### config.mk
export PLATFORM = sky130hd
export DESIGN_NAME = irq_ctrl
export DESIGN_NICKNAME = d
export VERILOG_FILES = /design/src/rtl/irq_pkg.sv /design/src/rtl/irq_rst_sync.sv /design/src/rtl/irq_pin_sync.sv /design/src/rtl/irq_prio_pick.sv /design/src/rtl/irq_ctrl.sv
export SDC_FILE = /design/constraint.sdc
export NUM_CORES = 1
export LEC_CHECK = 0
export ABC_AREA = 1
export BUFFER_PORTS_ARGS = -buffer_cell sky130_fd_sc_hd__buf_2
export CORE_AREA = 4 4 68 70
export CTS_CLUSTER_DIAMETER = 120
export DETAILED_ROUTE_END_ITERATION = 6
export DIE_AREA = 0 0 72 74
export PLACE_DENSITY = 0.58
export SETUP_SLACK_MARGIN = 0.02
export SLEW_MARGIN = 0
export SYNTH_ARGS = -nofsm -noshare
export SYNTH_HDL_FRONTEND = slang
export SYNTH_SLANG_ARGS = --single-unit
### constraint.sdc
create_clock -name clk -period 3.3 [get_ports clk]
set_input_delay 0.33 -clock clk [delete_from_list [all_inputs] [get_ports clk]]
set_output_delay 0.33 -clock clk [all_outputs]
set_load 0.005 [all_outputs]
### src/rtl/irq_pkg.sv
package irq_pkg;
  localparam int NSRC = 6;
  localparam int IDXW = $clog2(NSRC);

  typedef enum logic [IDXW-1:0] {
    SRC_EXT0 = 3'd0,
    SRC_TMR0 = 3'd1,
    SRC_EXT1 = 3'd2,
    SRC_TMR1 = 3'd3,
    SRC_SER  = 3'd4,
    SRC_TMR2 = 3'd5
  } src_e;

  // control byte bit positions
  localparam int CB_TYPE0 = 0;
  localparam int CB_FLAG0 = 1;
  localparam int CB_TYPE1 = 2;
  localparam int CB_FLAG1 = 3;
  localparam int CB_TF0   = 5;
  localparam int CB_TF1   = 7;

  // enable byte
  localparam int EB_GATE = 7;
  localparam logic [7:0] EB_WMASK = 8'hBF;
endpackage

### src/rtl/irq_rst_sync.sv
module irq_rst_sync (
  input  logic clk,
  input  logic rst_n,
  output logic rst_sync_n
);
  logic q1, q2;

  always_ff @(posedge clk or negedge rst_n) begin
    if (!rst_n) begin
      q1 <= 1'b0;
      q2 <= 1'b0;
    end else begin
      q1 <= 1'b1;
      q2 <= q1;
    end
  end

  assign rst_sync_n = q2;
endmodule

### src/rtl/irq_pin_sync.sv
module irq_pin_sync #(
  parameter int STAGES = 2
) (
  input  logic clk,
  input  logic rst_n,
  input  logic pin_n,
  output logic low,
  output logic fall
);
  logic [STAGES-1:0] sh_q, sh_d;
  logic prev_q, prev_d;

  always_comb begin
    sh_d   = {sh_q[STAGES-2:0], pin_n};
    prev_d = sh_q[STAGES-1];
  end

  always_ff @(posedge clk or negedge rst_n) begin
    if (!rst_n) begin
      sh_q   <= '1;
      prev_q <= 1'b1;
    end else begin
      sh_q   <= sh_d;
      prev_q <= prev_d;
    end
  end

  assign low  = ~sh_q[STAGES-1];
  assign fall = prev_q & ~sh_q[STAGES-1];
endmodule

### src/rtl/irq_prio_pick.sv
module irq_prio_pick #(
  parameter int N  = 6,
  parameter int IW = $clog2(N)
) (
  input  logic [N-1:0]  act,
  output logic          any,
  output logic [IW-1:0] idx
);
  always_comb begin
    any = |act;
    idx = '0;
    for (int i = N - 1; i >= 0; i--) begin
      if (act[i]) idx = IW'(i);
    end
  end
endmodule

### src/rtl/irq_ctrl.sv
module irq_ctrl
  import irq_pkg::*;
#(
  parameter int SYNC_STAGES = 2,
  parameter int VEC_BASE    = 3,
  parameter int VEC_STRIDE  = 8,
  parameter int AW          = 8
) (
  input  logic            clk,
  input  logic            rst_n,
  input  logic            ext0_n,
  input  logic            ext1_n,
  input  logic            tmr0_ovf,
  input  logic            tmr1_ovf,
  input  logic            tmr2_ovf,
  input  logic            ser_req,
  input  logic            en_we,
  input  logic [7:0]      en_wdata,
  input  logic            ctl_we,
  input  logic [7:0]      ctl_wdata,
  output logic [7:0]      en_q,
  output logic [7:0]      ctl_q,
  output logic            vec_req,
  output logic [IDXW-1:0] vec_idx,
  output logic [AW-1:0]   vec_addr,
  input  logic            vec_ack,
  input  logic            vec_done
);
  localparam int NEXT = 2;

  logic rst_sync_n;
  irq_rst_sync u_rst (.clk(clk), .rst_n(rst_n), .rst_sync_n(rst_sync_n));

  logic [NEXT-1:0] pin_n, pin_low, pin_fall;
  assign pin_n = {ext1_n, ext0_n};

  for (genvar g = 0; g < NEXT; g++) begin : g_pin
    irq_pin_sync #(.STAGES(SYNC_STAGES)) u_sync (
      .clk  (clk),
      .rst_n(rst_sync_n),
      .pin_n(pin_n[g]),
      .low  (pin_low[g]),
      .fall (pin_fall[g])
    );
  end

  logic [7:0] en_r, en_d;
  logic [7:0] ctl_r, ctl_d;
  logic       tf2_r, tf2_d;
  logic       busy_r, busy_d;

  logic [NSRC-1:0] pend, act, clr;
  logic            any;
  logic [IDXW-1:0] pick;
  logic            take;

  assign pend = {tf2_r, ser_req, ctl_r[CB_TF1], ctl_r[CB_FLAG1],
                 ctl_r[CB_TF0], ctl_r[CB_FLAG0]};
  assign act  = pend & en_r[NSRC-1:0] & {NSRC{en_r[EB_GATE]}};

  irq_prio_pick #(.N(NSRC), .IW(IDXW)) u_pick (
    .act(act),
    .any(any),
    .idx(pick)
  );

  assign take = any & ~busy_r & vec_ack;

  for (genvar s = 0; s < NSRC; s++) begin : g_clr
    assign clr[s] = take & (pick == IDXW'(s));
  end

  always_comb begin
    en_d = en_r;
    if (en_we) en_d = en_wdata & EB_WMASK;

    ctl_d = ctl_r;
    if (ctl_we) ctl_d = ctl_wdata;

    // external 0
    if (ctl_r[CB_TYPE0]) begin
      if (clr[SRC_EXT0])  ctl_d[CB_FLAG0] = 1'b0;
      if (pin_fall[0])    ctl_d[CB_FLAG0] = 1'b1;
    end else begin
      ctl_d[CB_FLAG0] = pin_low[0];
    end

    // external 1
    if (ctl_r[CB_TYPE1]) begin
      if (clr[SRC_EXT1])  ctl_d[CB_FLAG1] = 1'b0;
      if (pin_fall[1])    ctl_d[CB_FLAG1] = 1'b1;
    end else begin
      ctl_d[CB_FLAG1] = pin_low[1];
    end

    // timers: overflow wins over clear and write
    if (clr[SRC_TMR0]) ctl_d[CB_TF0] = 1'b0;
    if (tmr0_ovf)      ctl_d[CB_TF0] = 1'b1;
    if (clr[SRC_TMR1]) ctl_d[CB_TF1] = 1'b0;
    if (tmr1_ovf)      ctl_d[CB_TF1] = 1'b1;

    tf2_d = tf2_r;
    if (clr[SRC_TMR2]) tf2_d = 1'b0;
    if (tmr2_ovf)      tf2_d = 1'b1;

    busy_d = busy_r;
    if (take)          busy_d = 1'b1;
    else if (vec_done) busy_d = 1'b0;
  end

  always_ff @(posedge clk or negedge rst_sync_n) begin
    if (!rst_sync_n) begin
      en_r   <= '0;
      ctl_r  <= '0;
      tf2_r  <= 1'b0;
      busy_r <= 1'b0;
    end else begin
      en_r   <= en_d;
      ctl_r  <= ctl_d;
      tf2_r  <= tf2_d;
      busy_r <= busy_d;
    end
  end

  assign en_q     = en_r;
  assign ctl_q    = ctl_r;
  assign vec_req  = any & ~busy_r;
  assign vec_idx  = pick;
  assign vec_addr = AW'(VEC_BASE + int'(pick) * VEC_STRIDE);
endmodule

# --- Word-level counts from Yosys, hierarchy flattened ---
# Cells that the tools add are included.
word_totals:
  regBits: 25
  in_bits: 28
op_classes:
  add_sub_neg: 1
  eq_ne: 6
  muxes: 21
  bitwise: 14
  n_reduce_logical: 6
ops:
  columns: ["cell", "count"]
  rows:
  - ["$mux W3", 6]
  - ["$mux W1", 14]
  - ["$and A6 B6 Y6", 2]
  - ["$and A1 B1 Y1", 9]
  - ["$mux W8", 1]
  - ["$ne A4 B2 Y1 const B", 2]
  - ["$add A2 B6 Y7 const A", 1]
  - ["$eq A3 B2 Y1 const B", 2]
  - ["$reduce_bool A3 Y1", 2]
  - ["$reduce_or A6 Y1", 1]
  - ["$reduce_bool A2 Y1", 2]
  - ["$eq A3 B1 Y1 const B", 1]
  - ["$eq A3 B3 Y1 const B", 1]
  - ["$logic_not A3 Y1", 1]
  - ["$not A1 Y1", 3]

# --- Longest topological paths before layout ---
depth:
  ltp_word: 13
  mapped_depth: 12
  ltp_nobuf: 12

# --- By module ---
# Synthesis repeated with hierarchy kept, for this count alone.
hier_totals:
  cells_unflattened: 150
  hier_area_um2: 1224.9
modules_own_cells:
  columns: ["mod", "instances", "cells_per_inst", "area_each_um2", "seq_area_each_um2"]
  rows:
  - ["irq_ctrl", 1, 120, 913.4, 425.4]
  - ["irq_pin_sync", 2, 6, 92.6, 78.8]
  - ["irq_prio_pick", 1, 15, 72.6, 0.0]
  - ["irq_rst_sync", 1, 3, 53.8, 50.0]

# --- Least setup slack after synthesis ---
# Ideal clock, no wire load.
synth_timing:
  path_kind: "register to output"
  startpoint: "reg en_r[7], in the netlist en_q[7]"
  endpoint: "out vec_idx[2]"
  arrival_time_ps: 1130
  t_required_ps: 2970
  slack_ps: 1840
  stages_incl_launch_ff: 7
  path_buffers: 1
  path_cell_list: "dfrtp_1 -> nand3_1 -> nand2_1 -> nor2_1 -> nand2_1 -> inv_1 -> buf_4"
synth_between:
  elab_chain_cells: 7
synth_lines:
  columns: ["element", "line_no", "text"]
  rows:
  - ["from (decl)", "irq_ctrl.sv:47", "logic [7:0] en_r, en_d;"]
  - ["from (signal assigned)", "irq_ctrl.sv:118", "en_r <= en_d;"]
  - ["$and A6 B6 Y6 (*)", "irq_ctrl.sv:59", "assign act = pend & en_r[NSRC-1:0] & {NSRC{en_r[EB_GATE]}};"]
  - ["$mux W3 (5 in a row)", "irq_prio_pick.sv:13", "if (act[i]) idx = IW'(i);"]
  - ["$mux W3 (*)", "irq_prio_pick.sv:13", null]
  - ["to (decl)", "irq_ctrl.sv:24", "output logic [IDXW-1:0] vec_idx,"]
# Every way passes the cells marked *; elsewhere a longest branch is shown, timed or not.

# --- Worst setup path after layout ---
# Ends and elaborated chain as after synthesis.

==> impl_metrics.csv <==
group,metric,value,unit
sta,rsz0062_at_grt,"false",
final_layout,filler_cell_count,429,
setup_path,cpMostUsedCell,"nand2_1",
logic_synthesis,yosysTopAreaCellShare,0.408,
sta,min_period_over_period,0.560,
floorplanning,initial_core_util,0.294,
clocking,cts-root-buf,"clkbuf_8",
clocking,cts_setup_buffers,0,
place,placed_area,1410,µm²
setup_path,required,2.97,ns
logic_synthesis,yosys.area.top_type,"dfrtp_1",
final_layout,syn_to_final_growth,26.2,%
setup_path,slowest_delay,0.47,ns
place,port_buffers,48,
status,status,"completed",
detailed_routing,vias,944,
sta,report.final.slew_viol_count,0,
sta,hold_viol,0,
clocking,cts_sinks,25,
setup_path,cp_num_buf_inv,2,
power_and_ir_drop,power.density,465,nW/µm²
global_routing,track_usage,0.0988,
clocking,cts_htree_levels,1,
logic_synthesis,synthCells,129,
detailed_routing,first_pass_iters,5,
logic_synthesis,synth.distinct_cells,19,
final_layout,fin_area,1470,µm²
detailed_routing,viasPerCell,4.18,
sta,setup_tns,0,ns
global_routing,overflow,0,
detailed_routing,drc,0,
logic_synthesis,syn_avg_cell_area,9.04,µm²
clocking,clk_pin_slew_worst_paths,0.09,ns
setup_path,crit_type,"flop to primary output",
global_routing,grt_pass1_wl,4.06,mm
sta,timing.fmax,0.541,GHz
global_routing,grt_max_degree,24,
setup_path,cp_cell_sequence,"nand3_1 -> nand2_1 -> nor2_1 -> nand2_1 -> inv_1 -> buf_2",
setup_path,cp_max_fo,8,
clocking,cts_tree,"built",
setup_path,path_delay_family,"simple AND/OR/NAND/NOR gates",
logic_synthesis,yosysSeqAreaShare,0.543,
job,maxCapViolations,0,
setup_path,worstPathArrival,1.52,ns
power_and_ir_drop,p_leak,0.815,nW
logic_synthesis,synth_seq_cells,25,
clocking,cts_max_path_buffers,2,
floorplanning,io-pin-count,56,
global_routing,grt_antenna_before_repair,0,
detailed_routing,drt_iter0_markers,18,
floorplanning,die_width,72,µm
setup_path,crit_path_end_kind,"primary output",
place,gp_congestion,0.808,
global_routing,grt_pass1_vias,911,
min_path,min_path_type,"input pin to flop",
floorplanning,die-area,5330,µm²
power_and_ir_drop,power,0.000684,W
floorplanning,die_h,74,µm
clocking,cts_made_buffers,3,
sta,max-slew-margin-rel,0.404,
logic_synthesis,yosys_warnings,0,
final_layout,drive_gt1_frac,0.375,
logic_synthesis,syn_area,1170,µm²
setup_path,slowest_stage,"dfrtp_1",
floorplanning,core_area,3970,µm²
floorplanning,rows,23,
place,place_hpwl,2.06,mm
detailed_routing,wire_per_inst,11.1,µm
power_and_ir_drop,irDropWorstVdd,0.228,mV
sta,setup_viol,0,
detailed_routing,ant_nets,0,
sta,finalCriticalPeriod,1.85,ns
final_layout,num_antenna_cells,0,
sta,clock_skew,0.00827,ns
final_layout,nNetsFinal,205,
clocking,worstSkewPairLatency,0.27,ns
detailed_routing,wl,2.50,mm
setup_path,cp-start-kind,"flop",
sta,worst_slew_pin_slew,0.894,ns
logic_synthesis,netlist_top_cells_area,"dfrtp_1 41%, dfstp_2 14%, nand2_1 12%",
## worst paths after layout
path                                    startpoint                 endpoint  slack (ns)  cells after the start
setup reg to reg                           en_q[7]                    tf2_r        1.75                      9
hold / removal                              ext1_n  g_pin[1].u_sync.sh_q[0]        0.15                      1
min in group asynchronous                    rst_n                 u_rst.q1        0.36                      2
hold reg to reg            g_pin[0].u_sync.sh_q[0]  g_pin[0].u_sync.sh_q[1]        0.36                      0
max in group asynchronous         u_rst.rst_sync_n                 ctl_q[1]        2.37                      0
setup / recovery                           en_q[7]               vec_idx[2]        1.45                      6
## registers in the layout (all words and copies together), names as in the netlist
register             flops
ctl_q                    8
en_q                     7
g_pin.u_sync.sh_q        4
g_pin.u_sync.prev_q      2
busy_r                   1
tf2_r                    1
u_rst.q1                 1
u_rst.rst_sync_n         1
## through the flow
step	utilization	setup WS [ns]	hold slack, ns	cells
after floorplan	-	1.84	0.0344	134
after global placement	0.356	1.73	0.118	221
after detailed placement	0.356	1.72	0.117	221
after CTS	0.371	1.42	0.146	226
after global routing	0.371	1.28	0.145	226
final	0.371	1.45	0.155	226
## metal layers
metal  up-vias  part of all wire  GRT usage
met2        41              0.43      0.144
met1       417              0.47      0.141
met5         -                 0          0
met3         4             0.091     0.0257
met4         0             0.012     0.0376
li1        482                 -          -
## cells by family (layout without fill, tap and decap cells)
| kind of cell | count (synthesis) | in the layout | share of synthesized area |
|---|---|---|---|
| other | 2 | 7 | 0.00644 |
| buffers and inverters | 26 | 68 | 0.113 |
| multiplexers | 8 | 8 | 0.0762 |
| flip-flops | 25 | 25 | 0.543 |
| AO/OA/AOI/OAI | 8 | 8 | 0.0547 |
| AND/OR/NAND/NOR | 60 | 60 | 0.207 |
## power breakdown
group	switching, W	total, W	internal, W
combinational	0.0000775	0.000146	0.0000685
clock	0.0000923	0.000178	0.0000854
sequential	0.0000245	0.000360	0.000336
total	0.000194	0.000684	0.000490
## timing repair
item / CTS / global route
resized for setup: 0 / 0
hold buffers: 1 / 0
endpoints found under the setup margin: 0 / 0
hold endpoints to repair: 2 / 0
## placed cells by master, fill, tap and decap left out, types with 2 or more instances in the layout
cell,Yosys,layout
o21bai_1,2,2
mux2_2,7,7
dfrtp_1,19,19
nand2_1,37,37
buf_2,0,48
dfstp_2,6,6
nand3_1,9,9
conb_1,2,7
nor3_1,2,2
inv_1,15,15
nor2_1,11,11
o21ai_0,2,2
clkbuf_8,0,3
## final cells by class
type,instances,area (µm²),share of cell area
timing repair buffer,49,250,0.170
sequential,25,633,0.430
tap,50,62.6,0.0425
multi-input combinational,83,420,0.286
clock buffer,3,41.3,0.0281
clock inverter,1,7.51,0.00510
inverter,15,56.3,0.0383
## synth_stat cells
cell      count
nand2_1      37
dfrtp_1      19
inv_1        15
nor2_1       11
buf_4         9
nand3_1       9
mux2_2        7
dfstp_2       6
clkbuf_1      2
conb_1        2
nor3_1        2
o21ai_0       2
o21bai_1      2
a21boi_4      1
a21o_1        1
a21oi_1       1
mux2i_1       1
nand4_1       1
o211ai_1      1
## worst register-to-register path: stages (launching register included)
cell      delay, ns
dfrtp_1        0.48
nand2_1        0.09
nor2_1         0.12
nand2_1        0.07
nand2_1        0.05
nand2_1        0.10
a21boi_4       0.19
nand2_1        0.10
nor3_1         0.15
o21bai_1       0.09
Power figures use the tool's default switching activity.
